`config.mk`:
```
export PLATFORM = sky130hd
export DESIGN_NAME = legacy_io_cfg
export DESIGN_NICKNAME = d
export VERILOG_FILES = /design/src/rtl/legacy_io_cfg_pkg.sv /design/src/rtl/cfg_regfile.sv /design/src/rtl/fsel_decode.sv /design/src/rtl/io_window.sv /design/src/rtl/legacy_io_cfg.sv
export SDC_FILE = /design/constraint.sdc
export NUM_CORES = 1
export LEC_CHECK = 0
export BUFFER_PORTS_ARGS = -buffer_cell sky130_fd_sc_hd__buf_2
export CAP_MARGIN = 25
export CORE_ASPECT_RATIO = 1.2
export CORE_UTILIZATION = 56
export CTS_CLUSTER_SIZE = 30
export DETAILED_ROUTE_END_ITERATION = 7
export PLACE_DENSITY_LB_ADDON = 0.08
export SLEW_MARGIN = 25
export SYNTH_ARGS = -nofsm -noshare
export SYNTH_HDL_FRONTEND = slang
export SYNTH_SLANG_ARGS = --single-unit
export TNS_END_PERCENT = 10
```
`constraint.sdc`:
```
create_clock -name clk -period 5.74 [get_ports clk]
set_clock_uncertainty 0.15 [all_clocks]
set_input_delay 1.435 -clock clk [delete_from_list [all_inputs] [get_ports clk]]
set_output_delay 1.435 -clock clk [all_outputs]
set_load 0.05 [all_outputs]
```
`src/rtl/legacy_io_cfg_pkg.sv`:
```
package legacy_io_cfg_pkg;
  localparam int BYTE_W = 8;
  localparam int IO_AW  = 10;
  localparam int SER_N  = 2;

  localparam logic [7:0] IX_ID   = 8'hE0;
  localparam logic [7:0] IX_FSEL = 8'hE2;
  localparam logic [7:0] IX_FDC  = 8'hE3;
  localparam logic [7:0] IX_PAR  = 8'hE6;
  localparam logic [7:0] IX_SER0 = 8'hE7;
  localparam logic [7:0] IX_SER1 = 8'hE8;
  localparam logic [7:0] IX_RO_LO = 8'hFD;

  localparam logic [7:0] MSK_FSEL = 8'h1F;
  localparam logic [7:0] MSK_FDC  = 8'hFC;
  localparam logic [7:0] MSK_PAR  = 8'hFF;
  localparam logic [7:0] MSK_SER  = 8'hFE;

  localparam int PAR_SPAN_LG = 2;
  localparam int SER_SPAN_LG = 3;
  localparam int FDC_SPAN_LG = 3;

  typedef struct packed {
    logic [4:0] fsel;
    logic [7:0] fdc;
    logic [7:0] par;
    logic [7:0] ser0;
    logic [7:0] ser1;
  } cfg_regs_t;

  function automatic logic [IO_AW-1:0] reg_to_base(input logic [7:0] v);
    return {v, 2'b00};
  endfunction

  function automatic logic [7:0] mask_of(input logic [7:0] idx);
    case (idx)
      IX_FSEL:          return MSK_FSEL;
      IX_FDC:           return MSK_FDC;
      IX_PAR:           return MSK_PAR;
      IX_SER0, IX_SER1: return MSK_SER;
      default:          return 8'h00;
    endcase
  endfunction

  function automatic logic is_read_only(input logic [7:0] idx);
    return (idx == IX_ID) || (idx >= IX_RO_LO);
  endfunction
endpackage

```
`src/rtl/cfg_regfile.sv`:
```
module cfg_regfile
  import legacy_io_cfg_pkg::*;
#(
  parameter logic [7:0] ID_VALUE = 8'h3C,
  parameter logic [7:0] RST_FSEL = 8'h0F,
  parameter logic [7:0] RST_FDC  = 8'hFC,
  parameter logic [7:0] RST_PAR  = 8'hDE,
  parameter logic [7:0] RST_SER0 = 8'hFE,
  parameter logic [7:0] RST_SER1 = 8'hBE
) (
  input  logic        clk,
  input  logic        rst,
  input  logic        host_port,
  input  logic        host_wr,
  input  logic [7:0]  host_wdata,
  output logic [7:0]  host_rdata,
  output cfg_regs_t   regs
);
  logic [7:0] index_q;
  cfg_regs_t  regs_q;
  logic [7:0] wmasked;
  logic [7:0] data_rd;

  // named events for assertions
  logic wr_idx_evt, wr_data_evt, wr_ro_evt;
  assign wr_idx_evt  = host_wr && !host_port;
  assign wr_data_evt = host_wr && host_port;
  assign wr_ro_evt   = wr_data_evt && is_read_only(index_q);

  assign wmasked = host_wdata & mask_of(index_q);

  always_ff @(posedge clk) begin
    if (rst) begin
      index_q     <= 8'h00;
      regs_q.fsel <= RST_FSEL[4:0] & MSK_FSEL[4:0];
      regs_q.fdc  <= RST_FDC & MSK_FDC;
      regs_q.par  <= RST_PAR & MSK_PAR;
      regs_q.ser0 <= RST_SER0 & MSK_SER;
      regs_q.ser1 <= RST_SER1 & MSK_SER;
    end else begin
      if (wr_idx_evt) index_q <= host_wdata;
      if (wr_data_evt) begin
        case (index_q)
          IX_FSEL: regs_q.fsel <= wmasked[4:0];
          IX_FDC:  regs_q.fdc  <= wmasked;
          IX_PAR:  regs_q.par  <= wmasked;
          IX_SER0: regs_q.ser0 <= wmasked;
          IX_SER1: regs_q.ser1 <= wmasked;
          default: ;
        endcase
      end
    end
  end

  always_comb begin
    case (index_q)
      IX_ID:   data_rd = ID_VALUE;
      IX_FSEL: data_rd = {3'b000, regs_q.fsel};
      IX_FDC:  data_rd = regs_q.fdc;
      IX_PAR:  data_rd = regs_q.par;
      IX_SER0: data_rd = regs_q.ser0;
      IX_SER1: data_rd = regs_q.ser1;
      default: data_rd = 8'h00;
    endcase
  end

  assign host_rdata = host_port ? data_rd : index_q;
  assign regs = regs_q;


  index_hold_chk: assert property (@(posedge clk) disable iff (rst)
    (!$past(rst) && !$past(wr_idx_evt)) |-> $stable(index_q));


  no_strobe_hold_chk: assert property (@(posedge clk) disable iff (rst)
    (!$past(rst) && !$past(wr_data_evt)) |-> $stable(regs_q));


  ro_ignore_chk: assert property (@(posedge clk) disable iff (rst)
    (!$past(rst) && $past(wr_ro_evt)) |-> $stable(regs_q));


  ser_lsb_zero_chk: assert property (@(posedge clk) disable iff (rst)
    !regs_q.ser0[0] && !regs_q.ser1[0]);


  fdc_low_zero_chk: assert property (@(posedge clk) disable iff (rst)
    regs_q.fdc[1:0] == 2'b00);
endmodule

```
`src/rtl/fsel_decode.sv`:
```
module fsel_decode
  import legacy_io_cfg_pkg::*;
(
  input  logic [4:0]       fsel,
  output logic             par_en,
  output logic [SER_N-1:0] ser_en,
  output logic             fdc_en
);
  // parallel port is off only for the code 2'b11
  assign par_en = (fsel[1:0] != 2'b11);

  for (genvar i = 0; i < SER_N; i++) begin : g_ser
    assign ser_en[i] = fsel[2+i];
  end

  assign fdc_en = fsel[2+SER_N];
endmodule

```
`src/rtl/io_window.sv`:
```
module io_window #(
  parameter int AW      = 10,
  parameter int SPAN_LG = 3
) (
  input  logic          en,
  input  logic [AW-1:0] base,
  input  logic [AW-1:0] addr,
  output logic          hit
);
  localparam int SPAN = 1 << SPAN_LG;

  logic          tag_eq;
  logic [AW:0]   lim;

  assign tag_eq = (addr[AW-1:SPAN_LG] == base[AW-1:SPAN_LG]);
  assign hit    = en && tag_eq;
  assign lim    = {1'b0, base} + (AW+1)'(SPAN);


  always_comb begin
    if (hit) begin
      win_range_chk: assert ({1'b0, addr} >= {1'b0, base} && {1'b0, addr} < lim);
    end
  end
endmodule

```
`src/rtl/legacy_io_cfg.sv`:
```
module legacy_io_cfg
  import legacy_io_cfg_pkg::*;
#(
  parameter logic [7:0] ID_VALUE = 8'h3C,
  parameter logic [7:0] RST_FSEL = 8'h0F,
  parameter logic [7:0] RST_FDC  = 8'hFC,
  parameter logic [7:0] RST_PAR  = 8'hDE,
  parameter logic [7:0] RST_SER0 = 8'hFE,
  parameter logic [7:0] RST_SER1 = 8'hBE
) (
  input  logic        clk,
  input  logic        rst,
  input  logic        host_port,
  input  logic        host_wr,
  input  logic [7:0]  host_wdata,
  output logic [7:0]  host_rdata,
  input  logic [9:0]  io_addr,
  output logic        par_en,
  output logic [1:0]  ser_en,
  output logic        fdc_en,
  output logic [9:0]  par_base,
  output logic [9:0]  ser0_base,
  output logic [9:0]  ser1_base,
  output logic [9:0]  fdc_base,
  output logic        par_sel,
  output logic [1:0]  ser_sel,
  output logic        fdc_sel
);
  cfg_regs_t regs;
  logic [IO_AW-1:0] ser_base [SER_N];

  cfg_regfile #(
    .ID_VALUE(ID_VALUE), .RST_FSEL(RST_FSEL), .RST_FDC(RST_FDC),
    .RST_PAR(RST_PAR), .RST_SER0(RST_SER0), .RST_SER1(RST_SER1)
  ) regs_i (
    .clk(clk), .rst(rst), .host_port(host_port), .host_wr(host_wr),
    .host_wdata(host_wdata), .host_rdata(host_rdata), .regs(regs)
  );

  fsel_decode fsel_i (
    .fsel(regs.fsel), .par_en(par_en), .ser_en(ser_en), .fdc_en(fdc_en)
  );

  assign par_base    = reg_to_base(regs.par);
  assign fdc_base    = reg_to_base(regs.fdc);
  assign ser_base[0] = reg_to_base(regs.ser0);
  assign ser_base[1] = reg_to_base(regs.ser1);
  assign ser0_base   = ser_base[0];
  assign ser1_base   = ser_base[1];

  io_window #(.AW(IO_AW), .SPAN_LG(PAR_SPAN_LG)) par_win_i (
    .en(par_en), .base(par_base), .addr(io_addr), .hit(par_sel)
  );
  io_window #(.AW(IO_AW), .SPAN_LG(FDC_SPAN_LG)) fdc_win_i (
    .en(fdc_en), .base(fdc_base), .addr(io_addr), .hit(fdc_sel)
  );
  for (genvar i = 0; i < SER_N; i++) begin : g_ser_win
    io_window #(.AW(IO_AW), .SPAN_LG(SER_SPAN_LG)) ser_win_i (
      .en(ser_en[i]), .base(ser_base[i]), .addr(io_addr), .hit(ser_sel[i])
    );
  end


  sel_needs_en_chk: assert property (@(posedge clk) disable iff (rst)
    (!par_sel || par_en) && (!fdc_sel || fdc_en) && ((ser_sel & ~ser_en) == 2'b00));


  par_code3_chk: assert property (@(posedge clk) disable iff (rst)
    (regs.fsel[1:0] == 2'b11) |-> !par_en);
endmodule

```
==> results of run 1 <==
==> power by group <==
group / internal, mW / switching (mW)
logic: 0.0244 / 0.0489
clock network: 0.109 / 0.108
registers: 0.315 / 0.00916
total: 0.448 / 0.166
==> kinds of logic (layout without fill, tap and decap cells) <==
kind of cell	Yosys count	after routing	synth area share [%]
flip-flops	45	45	34.62
other	1	8	0.1441
AND/OR/NAND/NOR	110	110	23.03
multiplexers	19	19	8.750
AO/OA/AOI/OAI	54	54	15.24
buffers and inverters	44	79	8.461
XOR/XNOR	29	29	9.759
==> layout make-up <==
| type | instances | area (um^2) | share of cell area (%) |
|---|---|---|---|
| Timing Repair Buffer | 67 | 335.3 | 11.44 |
| Tap cell | 56 | 70.07 | 2.391 |
| Clock buffer | 7 | 96.34 | 3.288 |
| Inverter | 4 | 15.01 | 0.5124 |
| Sequential cell | 45 | 900.9 | 30.74 |
| Multi-Input combinational cell | 220 | 1508 | 51.45 |
| Clock inverter | 1 | 5.005 | 0.1708 |
==> flip-flops by register name (all words and copies together) (netlist names) <==
register / cells
regs_i.index_q: 8
regs_i.regs: 37
==> routing by layer <==
metal | global-route usage, % | vias to the layer above
met5 | 0 | -
met4 | 12.22 | 0
met3 | 4.613 | 19
met2 | 50.32 | 132
met1 | 39.53 | 1171
li1 | - | 1144
==> cells in the mapped netlist, types with 4 or more instances <==
| cell type | instances | share of area [%] |
|---|---|---|
| nor4_1 | 8 | 1.9 |
| xnor2_1 | 22 | 7.4 |
| mux2i_1 | 16 | 6.2 |
| nor2_1 | 26 | 3.7 |
| nand4_1 | 10 | 2.4 |
| o211ai_1 | 13 | 3.7 |
| dfxtp_1 | 45 | 35 |
| buf_4 | 12 | 3.5 |
| a211o_1 | 14 | 4.7 |
| nand2_1 | 23 | 3.3 |
| buf_2 | 8 | 1.5 |
| nand3_1 | 12 | 2.3 |
| xor2_1 | 7 | 2.4 |
| inv_1 | 4 | 0.58 |
| and3_1 | 5 | 1.2 |
| a21oi_1 | 10 | 1.9 |
| clkbuf_1 | 18 | 2.6 |
| o21ai_0 | 5 | 0.96 |
| nor3b_1 | 4 | 1.2 |
==> per-stage QoR <==
step | worst slack, ns | std cells
global placement | 1.488 | 392
global route | 1.327 | 400
CTS | 1.431 | 400
finish | 1.388 | 400
detailed placement | 1.435 | 392
floorplan | 0.5820 | 309
==> critical path, cell delays in order <==
cell and delay [ns]:
buf_2 0.20, nand2_1 0.26, nor4_1 0.42, a211o_1 0.18, buf_2 0.26
==> worst min path at each step <==
stage / start / to / slack (ns)
after floorplan: regs_i.regs[32] / regs_i.regs[32] / 0.31
after global placement: regs_i.regs[36] / regs_i.regs[36] / 0.33
after detailed placement: regs_i.regs[36] / regs_i.regs[36] / 0.33
after CTS: regs_i.regs[36] / regs_i.regs[36] / 0.35
after global routing: regs_i.regs[24] / regs_i.regs[24] / 0.37
final: regs_i.regs[8] / regs_i.regs[8] / 0.35
==> results.md, run 1 <==
- Outcome: complete, no violations
- Vias in the first global route: 2210
- Worst reg-to-reg path cell count: 4
- RSZ-0062 raised after global routing: no
- Commonest non-fill, non-tap cell in the layout: buf_2
- Root Driver: clkbuf_8
- Die Width: about 64 um
- Post-synth cell types: 42
- Final Max Tran Viols: 0
- TritonCTS clock tree: done
- Reg2reg end: regs_i.regs[21]
- FF+latch count, synth: 45
- Total Neg Setup Slack: 0 ns
- Most frequent cells in the layout: buf_2 (67), dfxtp_1 (45), nor2_1 (26), nand2_1 (23), xnor2_1 (22)
- CP arrival: 2.77 ns
- Post-CTS Resized: 0
- Max_slew headroom: 37.74%
- Fill cells: 426
- Dpl cell area: 2829 um^2
- Per-cell routed wire length: 18.05 um
- Number of synthesis warnings: 0
- Syn Inst Count: between 300 and 400
- Met2 routed WL: 3437 um
- Crit path required time: roughly 4.2 ns
- Capture point of the worst path: host_rdata[6]
- Ports: 78
- Initial Utilization: roughly three fifths
- Via count: roughly 2500
- Reg2reg start: regs_i.index_q[2]
- Register area share after synthesis: about 35%
- Die height: 76.68 um
- Leakage power: ~1.2 nW
- Synth Flop Type: dfxtp_1
- Post-Syn Area: 2602 um^2
- Hold Slack: 0.3483 ns
- Met3 Routed Length: 558 um
- Final Hold Fails: 0
- DP HPWL: roughly 5300 um
- Worst slew pin tran: about 0.93 ns
- EDFF count, synth: 0
- Die ar.: 4925 um^2
- Drt total wl: 7218 um
- Total GRT Usage: 30.51%
- DRT iter0 DRCs: 250
- DRC viols: 0
- Largest net degree at the start of global routing: 29
- FF-to-FF setup slack: ~3.0 ns
- First-pass DRT Iterations: 5
- CORE AREA: 4359 um^2
- Syn_area_per_cell: about 8.6 um^2
- Buffers on Ports: 67
- Initial antenna violation count: 0
- Startpoint Class: primary input
- Clk pin slew, worst setup/hold paths: about 0.09 ns
- Layout cells sized above 1: 23.55%
- M1 wire length: 3009 um
- Critical path class: in2out
- Clock Tree Buf Depth: 2
- Hold Buf Count CTS: 0
- Worst-path fanout max: 11
- GRT Residual Overflow: 0
- Part of the cycle the worst path needs: 75.81%
- Crit. Startpoint: host_port
- Setup violations, final: 0
- RePlAce Congestion: 0.9049
- Final instance area: 2930 um^2
- H-tree depth: 2
- Inserted Diodes: 0
- Post-route ant nets: 0
- WHS Path Cells: 1
- Hold Crit Class: reg2reg
- Post-synth ARST share: 0%
- Peak Freq: 229.8 MHz
- Fin util: ~67%
- Post-DR vias/cell: 6.165
- Rows: 26
- Power per standard cell area: 209.6 nW/um^2
- Peak VDD IR: 0.1283 mV
- Min Tclk post-route: 4.352 ns
- Clock Sinks: 45
- CTS Buf Count: 5
- Final Power: 0.6143 mW
- Worst-Skew Late Latency: 0.30 ns
- Syn-to-layout area delta: 12.60%
- Nets: 365
- Post-CTS Setup Bufs: 0
- Max-Cap Viols: 0
- CP Capture Type: output port
- First-pass GRT wire length: 11520 um
- Highest metal layer with signal wires: met4
No activity file was read; power rests on OpenSTA's default activity.
==> run 2: changes to the inputs <==
- CORE_UTILIZATION: 56 -> 52
- clock period: 5.74 -> 4.5 ns (I/O delays scaled with it)
==> run 2 against run 1 <==
Non-clock buffer count grew 1. Combinational power grew 29%. Setup slack lost 0.57 ns. Hold slack gained 0.00064 ns. Register-to-register slack lost 1.2 ns. Critical path type is now reg2out. Sequential power grew 27%. Clock power grew 14%. Highest routed layer unchanged. Critical path depth is the same. Die area grew 7.5%.
==> results.md, run 2 (synthesis results as in run 1) <==
- Placed cells: 395
- Min Tclk post-route: 3.680 ns
- CP Capture Type: output port
- Layout Cells excl Fill: roughly 400
- CTS Buf Count: 5
- Total GRT Usage: between 20% and 30%
- Post-route ant nets: 0
- Startpoint Class: flip-flop
- DRT iter0 DRCs: 167
- Initial antenna violation count: 0
- DP HPWL: 5281 um
- Outcome: complete, no violations
- Setup violations, final: 0
- Ports: 78
- Hold Slack: 0.3489 ns
- Final Max Tran Viols: 0
- Max FFs per register: 37
- Nets: 366
- Critical path class: reg2out
- First-pass DRT Iterations: 5
- Hold Crit Class: reg2reg
- Max_slew headroom: 36.28%
- Critical-path top delay cell: dfxtp_1
- Post-CTS Resized: 0
- Worst reg-to-reg path cell count: 4
- Rows: 27
- Via count: 2434
- Part of the cycle the worst path needs: 81.78%
- CORE AREA: approximately 4700 um^2
- Root Driver: clkbuf_8
- Buffers on Ports: 67
- Initial Utilization: approximately 55%
- Worst slew pin tran: 0.9539 ns
- Commonest non-fill, non-tap cell in the layout: buf_2
- Total Neg Setup Slack: 0 ns
- Hold Buf Count CTS: 0
- Drt total wl: between 7000 and 8000 um
- RePlAce Congestion: 0.8553
- Clock Sinks: 45
- Leakage power: 1.232 nW
- Inserted Diodes: 0
- Per-cell routed wire length: 18.11 um
- Fill cells: 433
- Final Hold Fails: 0
- Layout cells sized above 1: 23.77%
- Max-Cap Viols: 0
- Die ar.: 5293 um^2
- Die Width: 66.58 um
- Worst path cell trace: nand2_1 > o21ai_0 > a21oi_1 > o32ai_1 > buf_2
- Syn-to-layout area delta: 12.50%
- CP arrival: 2.41 ns
- Power per standard cell area: 257.6 nW/um^2
- WHS Path Cells: 2
- RSZ-0062 raised after global routing: no
- Largest net degree at the start of global routing: 29
- CP max stage delay: 0.85 ns
- DRC viols: 0
- Most frequent cells in the layout: buf_2 (67), dfxtp_1 (45), nor2_1 (26), nand2_1 (23), xnor2_1 (22)
- H-tree depth: 2
- Post-CTS Setup Bufs: 0
- First-pass GRT wire length: approximately 12000 um
- Clock Tree Buf Depth: 2
- Clk pin slew, worst setup/hold paths: ~0.080 ns
- Peak VDD IR: 0.1743 mV
- TritonCTS clock tree: done
- Post-DR vias/cell: 6.040
- Crit path required time: 3.22 ns
- Worst-Skew Late Latency: 0.30 ns
- GRT Residual Overflow: 0
- Worst-path fanout max: 20
- Vias in the first global route: 2199
- Peak Freq: 271.7 MHz
- Die height: 79.50 um
==> run 2: stage by stage <==
step           util, %  instance area, um^2  power (mW)  setup slack [ns]
2_1_floorplan        -                 2635      0.4980            0.3364
3_3_place_gp     60.59                 2845      0.5147            0.8588
3_5_place_dp     60.59                 2845      0.5157            0.8501
4_1_cts          62.35                 2928      0.7558            0.8509
5_1_grt          62.35                 2928      0.7789            0.5937
6_report         62.35                 2928      0.7543            0.8199
==> run 2: path summary, 6_finish.rpt <==
path | from | endpoint | slack, ns
worst min-delay path | regs_i.regs[36] | regs_i.regs[36] | 0.35
worst max-delay path | regs_i.index_q[0] | host_rdata[2] | 0.82
worst min register to register | regs_i.regs[36] | regs_i.regs[36] | 0.35
worst max register to register | regs_i.index_q[2] | regs_i.regs[21] | 1.87
==> run 2: layout make-up <==
| class | count | area (um^2) | share of cell area [%] |
|---|---|---|---|
| Tap cell | 58 | 72.57 | 2.479 |
| Inverter | 4 | 15.01 | 0.5128 |
| Timing Repair Buffer | 68 | 342.8 | 11.71 |
| Clock inverter | 2 | 10.01 | 0.3419 |
| Multi-Input combinational cell | 220 | 1514 | 51.71 |
| Clock buffer | 6 | 72.57 | 2.479 |
| Sequential cell | 45 | 900.9 | 30.77 |
==> run 2: metal layers <==
layer | vias up | global-route usage, % | share of wire (%) | wire (um)
met5 | - | 0 | 0 | 0
met4 | 0 | 10.85 | 2.1 | 152
met3 | 13 | 4.857 | 5.9 | 432
met2 | 105 | 47.27 | 47 | 3437
met1 | 1161 | 39.93 | 45 | 3278
li1 | 1155 | - | - | -
==> run 2: where the power goes <==
group | internal (mW) | switching [mW] | leakage (nW) | total, mW
Combinational | 0.0312 | 0.0637 | 0.823 | 0.0949
Clock | 0.108 | 0.139 | 0.0450 | 0.247
Sequential | 0.401 | 0.0117 | 0.365 | 0.413
Total | 0.540 | 0.214 | 1.23 | 0.754
==> run 2: critical path: cells and delay by family (launching register included) <==
kind	cells	cell delay (ns)
buffers and inverters	1	0.33
and+or+nand+nor	1	0.30
DFF	1	0.85
AOI/OAI and AO/OA	3	0.63
